--- src/rtl/squash_pkg.sv ---
package squash_pkg;
  localparam int STAGES = 5;

  typedef enum logic [1:0] {
    CLS_ALU    = 2'b00,
    CLS_STORE  = 2'b01,
    CLS_JUMP   = 2'b10,
    CLS_BRANCH = 2'b11
  } cls_e;

  // strobes from control to datapath
  typedef struct packed {
    logic redirect;
    logic fromEx;
    logic squashIf;
    logic squashId;
  } strobe_t;
endpackage

--- src/rtl/squash_ctrl.sv ---
module squash_ctrl
  import squash_pkg::*;
#(
  parameter int CNT_W = 16
) (
  input  logic             clk,
  input  logic             rst,
  input  logic             ifValid,
  input  logic             idValid,
  input  cls_e             idCls,
  input  logic             exValid,
  input  cls_e             exCls,
  input  logic             exCond,
  output strobe_t          strobe,
  output logic [CNT_W-1:0] bubbleCount
);
  logic exTaken;
  logic idJump;
  logic [1:0] killed;

  assign exTaken = exValid && (exCls == CLS_BRANCH) && exCond;
  assign idJump  = idValid && (idCls == CLS_JUMP);

  always_comb begin
    strobe.redirect = exTaken || idJump;
    strobe.fromEx   = exTaken;            // execute outranks decode
    strobe.squashIf = exTaken || idJump;
    strobe.squashId = exTaken;
  end

  assign killed = {1'b0, strobe.squashIf && ifValid} + {1'b0, strobe.squashId && idValid};

  always_ff @(posedge clk) begin
    if (rst) bubbleCount <= '0;
    else     bubbleCount <= bubbleCount + CNT_W'(killed);
  end

  a_r3_jump_costs_one: assert property (@(posedge clk) disable iff (rst)
    (idValid && idCls == CLS_JUMP && !exTaken && ifValid) |=> bubbleCount == $past(bubbleCount) + CNT_W'(1));

  a_r5_branch_costs_two: assert property (@(posedge clk) disable iff (rst)
    (exValid && exCls == CLS_BRANCH && exCond && idValid && ifValid) |=> bubbleCount == $past(bubbleCount) + CNT_W'(2));

  a_r6_not_taken_quiet: assert property (@(posedge clk) disable iff (rst)
    (exValid && exCls == CLS_BRANCH && !exCond && !(idValid && idCls == CLS_JUMP)) |-> !strobe.redirect);

  a_r8_invalid_no_redirect: assert property (@(posedge clk) disable iff (rst)
    (!idValid && !exValid) |-> !strobe.redirect && !strobe.squashIf);
endmodule

--- src/rtl/squash_datapath.sv ---
module squash_datapath
  import squash_pkg::*;
#(
  parameter int PC_W = 8
) (
  input  logic                clk,
  input  logic                rst,
  input  strobe_t             strobe,
  input  cls_e                fetchCls,
  input  logic                fetchCond,
  input  logic [PC_W-1:0]     fetchTarget,
  output logic [PC_W-1:0]     pc,
  output logic                ifValid,
  output logic                idValid,
  output cls_e                idCls,
  output logic                exValid,
  output cls_e                exCls,
  output logic                exCond,
  output logic [PC_W-1:0]     redirectTarget,
  output logic [STAGES-1:0]   stageValid,
  output logic                memWriteEn,
  output logic                regWriteEn,
  output logic                retireValid,
  output logic [PC_W-1:0]     retirePc
);
  localparam int ID = 1;
  localparam int EX = 2;
  localparam int MEM = 3;
  localparam int WB = STAGES - 1;

  typedef struct packed {
    logic            valid;
    cls_e            cls;
    logic            cond;
    logic [PC_W-1:0] target;
    logic [PC_W-1:0] pc;
  } slot_t;

  slot_t stage [1:STAGES-1];
  slot_t fetched;

  always_comb begin
    fetched.valid  = ifValid && !strobe.squashIf;
    fetched.cls    = fetchCls;
    fetched.cond   = fetchCond;
    fetched.target = fetchTarget;
    fetched.pc     = pc;
  end

  assign redirectTarget = strobe.fromEx ? stage[EX].target : stage[ID].target;

  always_ff @(posedge clk) begin
    if (rst) begin
      pc      <= '0;
      ifValid <= 1'b0;
      for (int i = 1; i < STAGES; i++) stage[i] <= '0;
    end else begin
      ifValid <= 1'b1;
      if (strobe.redirect) pc <= redirectTarget;
      else if (ifValid)    pc <= pc + PC_W'(1);
      stage[ID]       <= fetched;
      stage[EX]       <= stage[ID];
      stage[EX].valid <= stage[ID].valid && !strobe.squashId;
      for (int i = MEM; i < STAGES; i++) stage[i] <= stage[i-1];
    end
  end

  assign stageValid[0] = ifValid;
  for (genvar g = 1; g < STAGES; g++) begin : g_valid
    assign stageValid[g] = stage[g].valid;
  end

  assign idValid     = stage[ID].valid;
  assign idCls       = stage[ID].cls;
  assign exValid     = stage[EX].valid;
  assign exCls       = stage[EX].cls;
  assign exCond      = stage[EX].cond;
  assign memWriteEn  = stage[MEM].valid && (stage[MEM].cls == CLS_STORE);
  assign regWriteEn  = stage[WB].valid && (stage[WB].cls == CLS_ALU);
  assign retireValid = stage[WB].valid;
  assign retirePc    = stage[WB].pc;

  a_r2_sequential: assert property (@(posedge clk) disable iff (rst)
    (ifValid && !strobe.redirect) |=> pc == $past(pc) + PC_W'(1));

  a_r4_lands_on_target: assert property (@(posedge clk) disable iff (rst)
    strobe.redirect |=> (pc == $past(redirectTarget)) && ifValid);

  a_r3_one_killed: assert property (@(posedge clk) disable iff (rst)
    (strobe.redirect && !strobe.fromEx) |=> !stage[ID].valid);

  a_r5_two_killed: assert property (@(posedge clk) disable iff (rst)
    strobe.fromEx |=> !stage[ID].valid && !stage[EX].valid);

  for (genvar g = 1; g < STAGES - 1; g++) begin : g_flow
    a_r10_bubble_flows: assert property (@(posedge clk) disable iff (rst)
      !stage[g].valid |=> !stage[g+1].valid);
  end
endmodule

--- src/rtl/pipe_squash.sv ---
module pipe_squash
  import squash_pkg::*;
#(
  parameter int PC_W  = 8,
  parameter int CNT_W = 16
) (
  input  logic              clk,
  input  logic              rst,
  output logic [PC_W-1:0]   fetchPc,
  input  logic [1:0]        fetchCls,
  input  logic              fetchCond,
  input  logic [PC_W-1:0]   fetchTarget,
  output logic              redirect,
  output logic [PC_W-1:0]   redirectTarget,
  output logic [4:0]        stageValid,
  output logic              memWriteEn,
  output logic              regWriteEn,
  output logic              retireValid,
  output logic [PC_W-1:0]   retirePc,
  output logic [CNT_W-1:0]  bubbleCount
);
  strobe_t strobe;
  logic ifValid, idValid, exValid, exCond;
  cls_e idCls, exCls;

  squash_ctrl #(.CNT_W(CNT_W)) u_ctrl (
    .clk(clk), .rst(rst), .ifValid(ifValid), .idValid(idValid), .idCls(idCls),
    .exValid(exValid), .exCls(exCls), .exCond(exCond),
    .strobe(strobe), .bubbleCount(bubbleCount)
  );

  squash_datapath #(.PC_W(PC_W)) u_dp (
    .clk(clk), .rst(rst), .strobe(strobe), .fetchCls(cls_e'(fetchCls)),
    .fetchCond(fetchCond), .fetchTarget(fetchTarget), .pc(fetchPc),
    .ifValid(ifValid), .idValid(idValid), .idCls(idCls), .exValid(exValid),
    .exCls(exCls), .exCond(exCond), .redirectTarget(redirectTarget),
    .stageValid(stageValid), .memWriteEn(memWriteEn), .regWriteEn(regWriteEn),
    .retireValid(retireValid), .retirePc(retirePc)
  );

  assign redirect = strobe.redirect;
endmodule

--- config.mk ---
export PLATFORM = sky130hd
export DESIGN_NAME = pipe_squash
export DESIGN_NICKNAME = d
export VERILOG_FILES = /design/src/rtl/squash_pkg.sv /design/src/rtl/squash_ctrl.sv /design/src/rtl/squash_datapath.sv /design/src/rtl/pipe_squash.sv
export SDC_FILE = /design/constraint.sdc
export NUM_CORES = 1
export LEC_CHECK = 0
export BUFFER_PORTS_ARGS = -buffer_cell sky130_fd_sc_hd__buf_2
export CELL_PAD_IN_SITES_DETAIL_PLACEMENT = 1
export CELL_PAD_IN_SITES_GLOBAL_PLACEMENT = 1
export CORE_ASPECT_RATIO = 2
export CORE_UTILIZATION = 38
export DETAILED_ROUTE_END_ITERATION = 12
export PLACE_DENSITY = 0.76
export REMOVE_ABC_BUFFERS = 1
export SLEW_MARGIN = 20
export SYNTH_ARGS = -nofsm -noshare
export SYNTH_HDL_FRONTEND = slang
export SYNTH_HIERARCHICAL = 1
export SYNTH_SLANG_ARGS = --single-unit
export TNS_END_PERCENT = 5
--- constraint.sdc ---
create_clock -name clk -period 2.43 [get_ports clk]
set_clock_uncertainty 0.05 [all_clocks]
set_input_delay 0.3645 -clock clk [delete_from_list [all_inputs] [get_ports clk]]
set_output_delay 0.3645 -clock clk [all_outputs]
set_load 0.005 [all_outputs]
==> impl_metrics.csv <==
group,metric,value,unit
min_path,min_path_type,"in2reg",
run,maxCapViolations,0,
routing,routed_wl,6550,µm
timing,hold_violations,0,
floorplanning,core-area,0.00823,mm²
setup_path,arrival,2560,ps
cells_and_area,antenna_cells,0,
setup_path,worstSetupStartpointType,"flip-flop",
routing,avgRoutedWirePerCell,14.4,µm
global_route,grt_pass1_wl,10800,µm
power_and_ir_drop,sequentialPowerShare,49.6,%
synthesis,synth-seq-cells,87,
synthesis,syn-cell-area,0.00323,mm²
synthesis,yosysUniqueCellTypes,42,
synthesis,synth_cells,309,
power_and_ir_drop,peakVddDrop,403,µV
run_status,status,"finished, final reports clean",
global_route,grt_max_degree,29,
floorplanning,die_area,0.00891,mm²
setup_path,cp_num_buf_inv,1,
clock_network,cts_buffers,9,
floorplanning,io_pins,62,
setup_path,worstPathRequired,2640,ps
global_route,grt_pass1_vias,2335,
global_route,grt_use_total,16.2,%
setup_path,cp_cell_sequence,"and4_4 > o21bai_2 > nand2_1 > fa_2 > inv_2 > ha_4 > nand4_4 > or4_1 > a21oi_1",
floorplanning,start_util,39.3,%
floorplanning,die_w,67.2,µm
setup_path,slowest_delay,540,ps
timing,finalSetupTns,0,ps
floorplanning,die_h,132,µm
power_and_ir_drop,swShare,21.7,%
power_and_ir_drop,switchingPower,651,µW
timing,rsz0062_at_grt,"yes",
power_and_ir_drop,p_comb_share,4.0,%
power_and_ir_drop,leakage,1.64,nW
timing,period_minus_slack,2350,ps
routing,first_pass_iters,4,
setup_path,critPathTopFamily,"simple AND/OR/NAND/NOR gates",
synthesis,syn_avg_cell_area,10.5,µm²
global_route,gr-total-overflow,0,
floorplanning,placementRows,47,
cells_and_area,utilization,46.5,%
setup_path,crit_fanout,5,
routing,viasPerCell,4.96,
timing,slew_headroom,64.3,%
clock_network,cts_hold_buf,0,
clock_network,cts.path.max_buffers,2,
synthesis,yosysSeqAreaShare,53.8,%
timing,drv_slew,0,
cells_and_area,areaGrowthSynthToFinish,18.3,%
clock_network,root_buffer,"clkbuf_16",
timing,worstMarginPinSlew,536,ps
clock_network,clkTransAtPathRegs,60,ps
placement,place_congestion,0.750,
setup_path,critPathKind,"reg2reg",
routing,vias,2256,
routing,drtAntennaViolNets,0,
clock_network,cts_setup_buffers,0,
setup_path,crit_slowest_cell,"or4_1",
cells_and_area,layout.nets,368,
timing,max_freq,426,MHz
clock_network,h-tree-depth,3,
setup_path,cp-end-kind,"flip-flop",
routing,drt_iter0_drc,103,
power_and_ir_drop,power.internal,2.35,mW
placement,io_buffer_count,61,
clock_network,clkLatencyLatePin,330,ps
clock_network,cts.sinks,87,
placement,dp_hpwl,4620,µm
cells_and_area,drive_above_1_share,28.9,%
clock_network,cts_tree,"done",
power_and_ir_drop,share_clk_of_total_power,46.5,%
timing,finalSetupViolCount,0,
synthesis,yosysWarnings,6,
power_and_ir_drop,power_density,784,mW/mm²
routing,drc,0,
timing,min_period_over_period,96.5,%
global_route,antenna_found_initial,0,
cells in the mapped netlist, drive strengths merged:
cell,number,area [µm²]
clkbuf,9,33.8
nor3,1,5.00
nand3,6,30.0
nor3b,4,35.0
nand2,8,32.5
dfxtp,87,1740
nor4,4,25.0
o21ai,8,40.0
nand4,7,73.8
o21bai,1,7.51
a21oi,10,50.1
o31a,1,8.76
nor2b,64,400
o21a,2,15.0
mux2,12,135
or4,4,30.0
a211oi,3,22.5
inv,7,26.3
a31oi,1,6.26
ha,2,25.0
xnor2,2,17.5
and4bb,1,12.5
nor2,13,48.8
or4b,1,10.0
fa,1,20.0
xor2,5,43.8
mux2i,1,10.0
o31ai,4,30.0
o211ai,1,12.5
buf,31,230
nand3b,2,15.0
and4,1,8.76
or3,5,31.3
cell usage in the layout (no fill, tap or decap), types with 2 or more instances in the layout:
master      Yosys  routed
xnor2_1         2       2
buf_4          28      11
mux2_2          2       2
nand3_1         6       6
clkinvlp_4      0       3
xor2_1          5       5
nor2b_1        64      64
o21ai_1         4       4
or3_1           5       5
nor4_1          4       3
nand4_4         2       2
clkbuf_16       0       9
o21ai_0         4       4
nor3b_1         3       3
nand3b_1        2       2
or4_1           4       4
nor2_1         13      13
buf_2           1      61
a211oi_1        3       3
inv_1           6       5
inv_2           1       2
dfxtp_1        87      87
nand2_1         7       7
o21a_1          2       2
o31ai_1         4       4
a21oi_1        10      10
clkinv_4        0       2
mux2_1         10      10
nand4_1         5       5
registers in the layout, indices dropped and copies added, names as in the netlist:
name,flops
u_dp/stage,62
u_ctrl/bubbleCount,16
u_dp/pc,8
u_dp/ifValid,1
power groups by stage:
stage               logic (mW)  clock network [mW]  registers (mW)
global placement         0.115                   0            1.52
global route             0.133                1.49            1.49
CTS                      0.121                1.43            1.49
floorplan               0.0495                   0            1.51
detailed placement       0.119                   0            1.52
finish                   0.119                1.39            1.49
routing by layer:
metal  share of wire (%)  GRT usage, %  routed length [µm]
met1                  36          16.4                2390
met2                  58          29.0                3780
met3                 3.5          3.19                 227
met4                 2.4          9.22                 159
met5                   0             0                   0
metrics by stage:
stage | cells | total power, mW | cell area, µm² | setup WS, ps | hold WS (ps)
floorplan | 269 | 1.56 | 2970 | -434 | 364
global placement | 439 | 1.63 | 3480 | 44.2 | 367
detailed placement | 439 | 1.64 | 3480 | -152 | 374
CTS | 455 | 3.04 | 3810 | 14.8 | 175
global route | 455 | 3.11 | 3830 | -13.0 | 193
finish | 455 | 3.00 | 3830 | 84.0 | 186
worst paths after layout:
kind	cells after the start	from	end	slack [ps]
max reg2reg	9	u_dp/stage[0][37]$_SDFF_PP0_	u_ctrl/bubbleCount[12]$_SDFF_PP0_	80
min reg2reg	1	u_dp/stage[0][0]$_SDFF_PP0_	u_dp/stage[0][20]$_SDFF_PP0_	380
min	2	fetchTarget[1]	u_dp/stage[0][9]$_SDFF_PP0_	190
max	9	u_dp/stage[0][37]$_SDFF_PP0_	u_ctrl/bubbleCount[12]$_SDFF_PP0_	80
repair_timing:
action | 4_1_cts | 5_1_grt
resized for setup | 6 | 2
setup endpoints to repair | 6 | 9
pin swaps | 1 | 3
logic make-up after synthesis:
kind of cell    share of synthesized area [%]
simple gates                             23.4
flops                                    53.8
buf+inv                                  8.97
compound gates                           5.96
mux                                      4.49
xor+xnor                                 1.90
fa+ha+maj                                1.39
final cells by class:
cell class                      count  area [µm²]
Clock buffer                       10         239
Sequential cell                    87        1740
Timing Repair Buffer               72         388
Inverter                            7        26.3
Multi-Input combinational cell    175        1240
Clock inverter                      6        70.1
Fill cell                         950        4410
Tap cell                           98         123
No activity file was read; power rests on OpenSTA's default activity.
